`config.mk`:
```
export PLATFORM = sky130hd
export DESIGN_NAME = pcm_dac_serializer
export DESIGN_NICKNAME = d
export VERILOG_FILES = /design/src/rtl/pcm_ser_pkg.sv /design/src/rtl/pcm_ser_bclk.sv /design/src/rtl/pcm_ser_frame_ctl.sv /design/src/rtl/pcm_ser_line_drv.sv /design/src/rtl/pcm_dac_serializer.sv
export SDC_FILE = /design/constraint.sdc
export NUM_CORES = 1
export LEC_CHECK = 0
export ABC_AREA = 1
export BUFFER_PORTS_ARGS = -buffer_cell sky130_fd_sc_hd__buf_2
export CAP_MARGIN = 25
export CORE_ASPECT_RATIO = 2
export CORE_MARGIN = 4
export CORE_UTILIZATION = 63
export CTS_CLUSTER_SIZE = 25
export DETAILED_ROUTE_END_ITERATION = 10
export PLACE_DENSITY_LB_ADDON = 0.05
export SKIP_CTS_REPAIR_TIMING = 1
export SYNTH_ARGS = -nofsm -noshare
export SYNTH_HDL_FRONTEND = slang
export SYNTH_SLANG_ARGS = --single-unit
export TNS_END_PERCENT = 30
```
`constraint.sdc`:
```
create_clock -name clk_i -period 6.7 [get_ports clk_i]
set_input_delay 2.01 -clock clk_i [delete_from_list [all_inputs] [get_ports clk_i]]
set_output_delay 2.01 -clock clk_i [all_outputs]
set_load 0.02 [all_outputs]
```
`src/rtl/pcm_ser_pkg.sv`:
```
package pcm_ser_pkg;

    localparam int SMP_W     = 24;
    localparam int SLOT_BITS = 32;
    localparam int SIM_W     = 16;
    localparam int CNT_W     = 6;
    localparam int SPLIT_PAD = SLOT_BITS - SMP_W;
    localparam int SIM_PAD   = SLOT_BITS - SIM_W;

    typedef enum logic [1:0] {
        FMT_SIM16   = 2'd0,
        FMT_I2S     = 2'd1,
        FMT_SPLIT24 = 2'd2,
        FMT_RSVD    = 2'd3
    } fmt_e;

    typedef struct packed {
        logic [SMP_W-1:0] left;
        logic [SMP_W-1:0] right;
    } pair_t;

    typedef struct packed {
        logic dl;
        logic dln;
        logic dr;
        logic drn;
        logic lews;
    } lines_t;

    function automatic fmt_e fmt_decode(input logic [1:0] code);
        case (code)
            2'd0:    return FMT_SIM16;
            2'd2:    return FMT_SPLIT24;
            default: return FMT_I2S;
        endcase
    endfunction

    function automatic logic [CNT_W-1:0] frame_last(input fmt_e f);
        return (f == FMT_I2S) ? CNT_W'(2*SLOT_BITS-1) : CNT_W'(SLOT_BITS-1);
    endfunction

    // The DAC samples on the falling bit-clock edge only in the 16-bit split format
    function automatic logic samples_on_fall(input fmt_e f);
        return f == FMT_SIM16;
    endfunction

    // Bit 'pos' of a word counted from its MSB (pos 0 = MSB)
    function automatic logic msb_pick(input logic [SMP_W-1:0] w, input int pos);
        logic [SMP_W-1:0] t;
        t = w << pos;
        return t[SMP_W-1];
    endfunction

    // Line levels for one slot of a frame
    function automatic lines_t slot_lines(input fmt_e f, input logic [CNT_W-1:0] cnt,
                                          input pair_t p);
        lines_t o;
        int idx;
        logic [SMP_W-1:0] lw;
        logic [SMP_W-1:0] rw;
        o   = '0;
        idx = int'(cnt[4:0]);
        case (f)
            FMT_SIM16: begin
                lw = {~p.left[SMP_W-1],  p.left[SMP_W-2:0]};
                rw = {~p.right[SMP_W-1], p.right[SMP_W-2:0]};
                o.lews = (idx == 0);
                if (idx >= SIM_PAD) begin
                    o.dl = msb_pick(lw, idx - SIM_PAD);
                    o.dr = msb_pick(rw, idx - SIM_PAD);
                end
            end
            FMT_SPLIT24: begin
                o.lews = (idx == 0);
                if (idx >= SPLIT_PAD) begin
                    o.dl = msb_pick(p.left,  idx - SPLIT_PAD);
                    o.dr = msb_pick(p.right, idx - SPLIT_PAD);
                end
            end
            default: begin
                o.lews = cnt[5];
                if (idx >= 1 && idx <= SMP_W)
                    o.dr = msb_pick(cnt[5] ? p.right : p.left, idx - 1);
            end
        endcase
        if (f != FMT_I2S) begin
            o.dln = ~o.dl;
            o.drn = ~o.dr;
        end
        return o;
    endfunction

endpackage

```
`src/rtl/pcm_ser_bclk.sv`:
```
module pcm_ser_bclk #(
    parameter int DIV = 4
) (
    input  logic clk_i,
    input  logic rst_i,
    output logic bit_end_o,
    output logic mid_pre_o,
    output logic bck_o
);
    localparam int HALF = DIV / 2;
    localparam int PH_W = $clog2(DIV);

    logic [PH_W-1:0] ph_q;

    always_ff @(posedge clk_i) begin
        if (rst_i)          ph_q <= '0;
        else if (bit_end_o) ph_q <= '0;
        else                ph_q <= ph_q + PH_W'(1);
    end

    assign bit_end_o = (ph_q == PH_W'(DIV-1));
    assign mid_pre_o = (ph_q == PH_W'(HALF-1));
    assign bck_o     = (ph_q >= PH_W'(HALF));

    // the bit clock rises only one cycle after the mid-period marker
    a_r1_rise_after_mid: assert property (@(posedge clk_i) disable iff (rst_i)
        $rose(bck_o) |-> $past(mid_pre_o));

endmodule

```
`src/rtl/pcm_ser_frame_ctl.sv`:
```
module pcm_ser_frame_ctl
    import pcm_ser_pkg::*;
(
    input  logic             clk_i,
    input  logic             rst_i,
    input  logic [1:0]       mode_i,
    input  logic             valid_i,
    input  logic [SMP_W-1:0] left_i,
    input  logic [SMP_W-1:0] right_i,
    input  logic             bit_end_i,
    output logic             ready_o,
    output fmt_e             fmt_q_o,
    output fmt_e             fmt_nx_o,
    output logic [CNT_W-1:0] cnt_nx_o,
    output pair_t            pair_nx_o
);
    logic [CNT_W-1:0] cnt_q;
    fmt_e             fmt_q;
    pair_t            pair_q;
    logic             frame_end;

    assign frame_end = bit_end_i && (cnt_q == frame_last(fmt_q));
    assign ready_o   = frame_end;

    always_comb begin
        cnt_nx_o  = cnt_q;
        fmt_nx_o  = fmt_q;
        pair_nx_o = pair_q;
        if (bit_end_i)
            cnt_nx_o = frame_end ? '0 : cnt_q + CNT_W'(1);
        if (frame_end) begin
            fmt_nx_o = fmt_decode(mode_i);
            if (valid_i)
                pair_nx_o = '{left: left_i, right: right_i};
        end
    end

    always_ff @(posedge clk_i) begin
        if (rst_i) begin
            cnt_q  <= '0;
            fmt_q  <= fmt_decode(mode_i);
            pair_q <= '0;
        end else begin
            cnt_q  <= cnt_nx_o;
            fmt_q  <= fmt_nx_o;
            pair_q <= pair_nx_o;
        end
    end

    assign fmt_q_o = fmt_q;

    // the held pair changes only after a boundary cycle
    a_r10_pair_hold: assert property (@(posedge clk_i) disable iff (rst_i)
        !ready_o |=> $stable(pair_q));
    // the active format changes only after a boundary cycle
    a_r3_fmt_hold: assert property (@(posedge clk_i) disable iff (rst_i)
        !ready_o |=> $stable(fmt_q));

endmodule

```
`src/rtl/pcm_ser_line_drv.sv`:
```
module pcm_ser_line_drv
    import pcm_ser_pkg::*;
(
    input  logic             clk_i,
    input  logic             rst_i,
    input  logic             bit_end_i,
    input  logic             mid_pre_i,
    input  fmt_e             fmt_nx_i,
    input  logic [CNT_W-1:0] cnt_nx_i,
    input  pair_t            pair_nx_i,
    output lines_t           lines_o
);
    logic   upd;
    lines_t lines_q;

    // Lines move on the bit-clock edge opposite the DAC's sampling edge
    assign upd = samples_on_fall(fmt_nx_i) ? mid_pre_i : bit_end_i;

    always_ff @(posedge clk_i) begin
        if (rst_i)    lines_q <= '0;
        else if (upd) lines_q <= slot_lines(fmt_nx_i, cnt_nx_i, pair_nx_i);
    end

    assign lines_o = lines_q;

endmodule

```
`src/rtl/pcm_dac_serializer.sv`:
```
module pcm_dac_serializer
    import pcm_ser_pkg::*;
#(
    parameter int DIV = 4
) (
    input  logic        clk_i,
    input  logic        rst_i,
    input  logic [1:0]  mode_i,
    input  logic        valid_i,
    output logic        ready_o,
    input  logic [23:0] left_i,
    input  logic [23:0] right_i,
    output logic        mck_o,
    output logic        bck_o,
    output logic        lews_o,
    output logic        dl_o,
    output logic        dln_o,
    output logic        dr_o,
    output logic        drn_o
);
    logic             bit_end;
    logic             mid_pre;
    fmt_e             fmt_q;
    fmt_e             fmt_nx;
    logic [CNT_W-1:0] cnt_nx;
    pair_t            pair_nx;
    lines_t           lines;

    pcm_ser_bclk #(.DIV(DIV)) u_bclk (
        .clk_i     (clk_i),
        .rst_i     (rst_i),
        .bit_end_o (bit_end),
        .mid_pre_o (mid_pre),
        .bck_o     (bck_o)
    );

    pcm_ser_frame_ctl u_frame (
        .clk_i     (clk_i),
        .rst_i     (rst_i),
        .mode_i    (mode_i),
        .valid_i   (valid_i),
        .left_i    (left_i),
        .right_i   (right_i),
        .bit_end_i (bit_end),
        .ready_o   (ready_o),
        .fmt_q_o   (fmt_q),
        .fmt_nx_o  (fmt_nx),
        .cnt_nx_o  (cnt_nx),
        .pair_nx_o (pair_nx)
    );

    pcm_ser_line_drv u_lines (
        .clk_i     (clk_i),
        .rst_i     (rst_i),
        .bit_end_i (bit_end),
        .mid_pre_i (mid_pre),
        .fmt_nx_i  (fmt_nx),
        .cnt_nx_i  (cnt_nx),
        .pair_nx_i (pair_nx),
        .lines_o   (lines)
    );

    assign mck_o  = clk_i;
    assign dl_o   = lines.dl;
    assign dln_o  = lines.dln;
    assign dr_o   = lines.dr;
    assign drn_o  = lines.drn;
    assign lews_o = lines.lews;

    // the boundary falls in the last (high) cycle of a bit period
    a_r9_ready_bck_high: assert property (@(posedge clk_i) disable iff (rst_i)
        ready_o |-> bck_o);
    // in rising-sampled formats, lines hold across the rising edge
    a_r5_stable_at_rise: assert property (@(posedge clk_i) disable iff (rst_i)
        (fmt_q != FMT_SIM16 && $stable(fmt_q) && $rose(bck_o))
        |-> ($stable(dr_o) && $stable(dl_o) && $stable(lews_o)));
    // in the 16-bit split format, lines hold across the falling edge
    a_r4_stable_at_fall: assert property (@(posedge clk_i) disable iff (rst_i)
        (fmt_q == FMT_SIM16 && $stable(fmt_q) && $fell(bck_o))
        |-> ($stable(dr_o) && $stable(dl_o) && $stable(lews_o)));

endmodule

```
==> impl_metrics.yaml <==
logic_synthesis:
  synth_edf_count: 0
  synth_top_cell_by_area: "dfxtp_1"
  synth_cells: 711
  ys_types: 33
  yosysMostFrequentCell: "nand2_1"
  ys_ff_latch: 63
  yosys-top-cells-count: "239 x nand2_1, 92 x nand3_1, 69 x nor2_1"
  yosys.area.top_type_share: 0.2934
  synth-async-reset-ratio: 0
  synth_flop_cell: "dfxtp_1"
  ys.warnings.count: 0
  syn_area_um2: 4299
  synth_nets: 774
  synth_area_leaders: "dfxtp_1 29%, nand2_1 21%, nand3_1 11%"
  synth_area_per_cell_um2: 6.047
  ys_seq_area_frac: 0.2934
flow_run:
  maxCapViolations: 0
critical_path:
  path_max_fanout: 2
  crit_required_ns: 4.69
  cp_data_arrival_time_ns: 3.74
  worst_setup_path_end_kind: "primary output"
  criticalPathCategory: "clock port to primary output"
  start_kind: "clock port"
sta:
  hold_slack_ns: 0.4674
  hold_violations: 0
  worst_pin_slew_ns: 0.7227
  clock_skew_ns: 0.006454
  grt_setup_unrepaired: "no"
  maxSlewViolCount: 0
  finalSetupTns_ns: 0
  setup_violations: 0
  slew_headroom: 0.5165
grt:
  grt_start_max_net_pins: 62
  grtUsageTotal: 0.3315
  grt_pass1_wl_mm: 21.40
  grt_antenna_before_repair: 0
  grt_pass1_vias: 4736
  grt.overflow.total: 0
placed_design:
  hpwl_mm: 9.192
  globalplace.congestion: 0.9424
  postPlaceCellArea_um2: 4481
  port_buffers: 60
die:
  ios: 61
  die_w_um: 66.41
  rows: 42
  die_area_um2: 8290
  start_util: 0.6493
  die_y_um: 124.8
  core-area_um2: 6621
cts:
  clk_pin_slew_worst_paths_ns: 0.05
  clkLatencyLatePin_ns: 0.45
  cts_tree: "yes"
routing:
  drtAntennaViolNets: 0
  vias_per_cell: 5.771
  wire_per_inst_um: 15.41
  drtIter0Drc: 465
  vias: 4853
  dr.pass1.iters: 5
  drc: 0
  totalWireLength_mm: 12.96
cells_and_area:
  fill_cells: 616
  final_area_um2: 4886
  regArea_um2: 1261
  nNetsFinal: 811
  finish.utilization: 0.7379
  drive_above_1_share: 0.1381
  multiInputGateArea_um2: 2557
  syn_to_final_growth_pct: 13.65
  diodes: 0
worst_hold_path:
  hold_class: "register to register"
power_and_ir_drop:
  ir_drop_mv: 0.2950
  total_power_mw: 1.126
  p_leak_nw: 2.420
  p_per_area_nw_per_um2: 230.5
outcome:
  outcome: "finished clean"
==> state kept, by name, indices dropped and copies added (netlist names) <==
name,count
u_frame.pair_q,48
u_frame.cnt_q,6
u_lines.lines_o,5
u_bclk.ph_q,2
u_frame.fmt_q_o,2
==> cell families after synthesis <==
logic type      count (synthesis)  share of synthesized area
buf+inv                       102                     0.1118
compound gates                 92                     0.1144
simple gates                  440                     0.4432
fa+ha+maj                      10                    0.02910
flops                          63                     0.2934
xor+xnor                        4                   0.008148
==> worst max-delay path: stages <==
cell       delay, ns
clkbuf_16       0.12
clkbuf_16       0.13
buf_2           0.15
==> power by group <==
| part | switching, mW | internal, mW | total, mW |
|---|---|---|---|
| sequential | 0.00413 | 0.380 | 0.384 |
| clock | 0.188 | 0.397 | 0.585 |
| combinational | 0.105 | 0.0518 | 0.157 |
| total | 0.297 | 0.829 | 1.13 |
==> path summary, 6_finish.rpt <==
path,cells after the start,from,slack (ns),to
setup / recovery,3,clk_i,0.95,mck_o
setup reg to reg,20,u_bclk.ph_q[1],2.22,u_lines.lines_o[2]
hold / removal,2,u_lines.lines_o[4],0.47,u_lines.lines_o[4]
hold reg to reg,2,u_lines.lines_o[4],0.47,u_lines.lines_o[4]
==> cell type report <==
cell class,instances,area share
Multi-Input combinational cell,546,0.5234
Tap cell,88,0.02254
Sequential cell,63,0.2581
Inverter,61,0.04686
Clock inverter,3,0.008195
Clock buffer,17,0.07170
Timing Repair Buffer,63,0.06914
==> metal layers <==
metal	vias to the layer above	GRT usage	wire length, um
met5	-	0	0
met4	0	0.2395	954
met3	79	0.07401	735
met2	234	0.5554	6630
met1	2185	0.3472	4642
li1	2355	-	-
==> layout by cell type, fill, tap and decap left out, drive strengths merged <==
cell type and n:
buf 64, xor2 4, nand4 16, or2 2, nor3 5, a21o 1
bufinv 1, o21ai 72, and2 2, a31oi 1, nand3 95, o21bai 1
inv 58, dfxtp 63, o21a 3, clkbuf 16, ha 10, a21oi 13
a211oi 1, nand2 245, clkinv 5, nor2 75
==> per-stage QoR <==
step	worst slack [ns]	instances
3_3_place_gp	1.205	821
3_5_place_dp	1.205	821
4_1_cts	0.9409	840
5_1_grt	0.9388	841
2_1_floorplan	1.206	711
6_report	0.9454	841
Note: power is estimated with default switching activity, not from simulation.
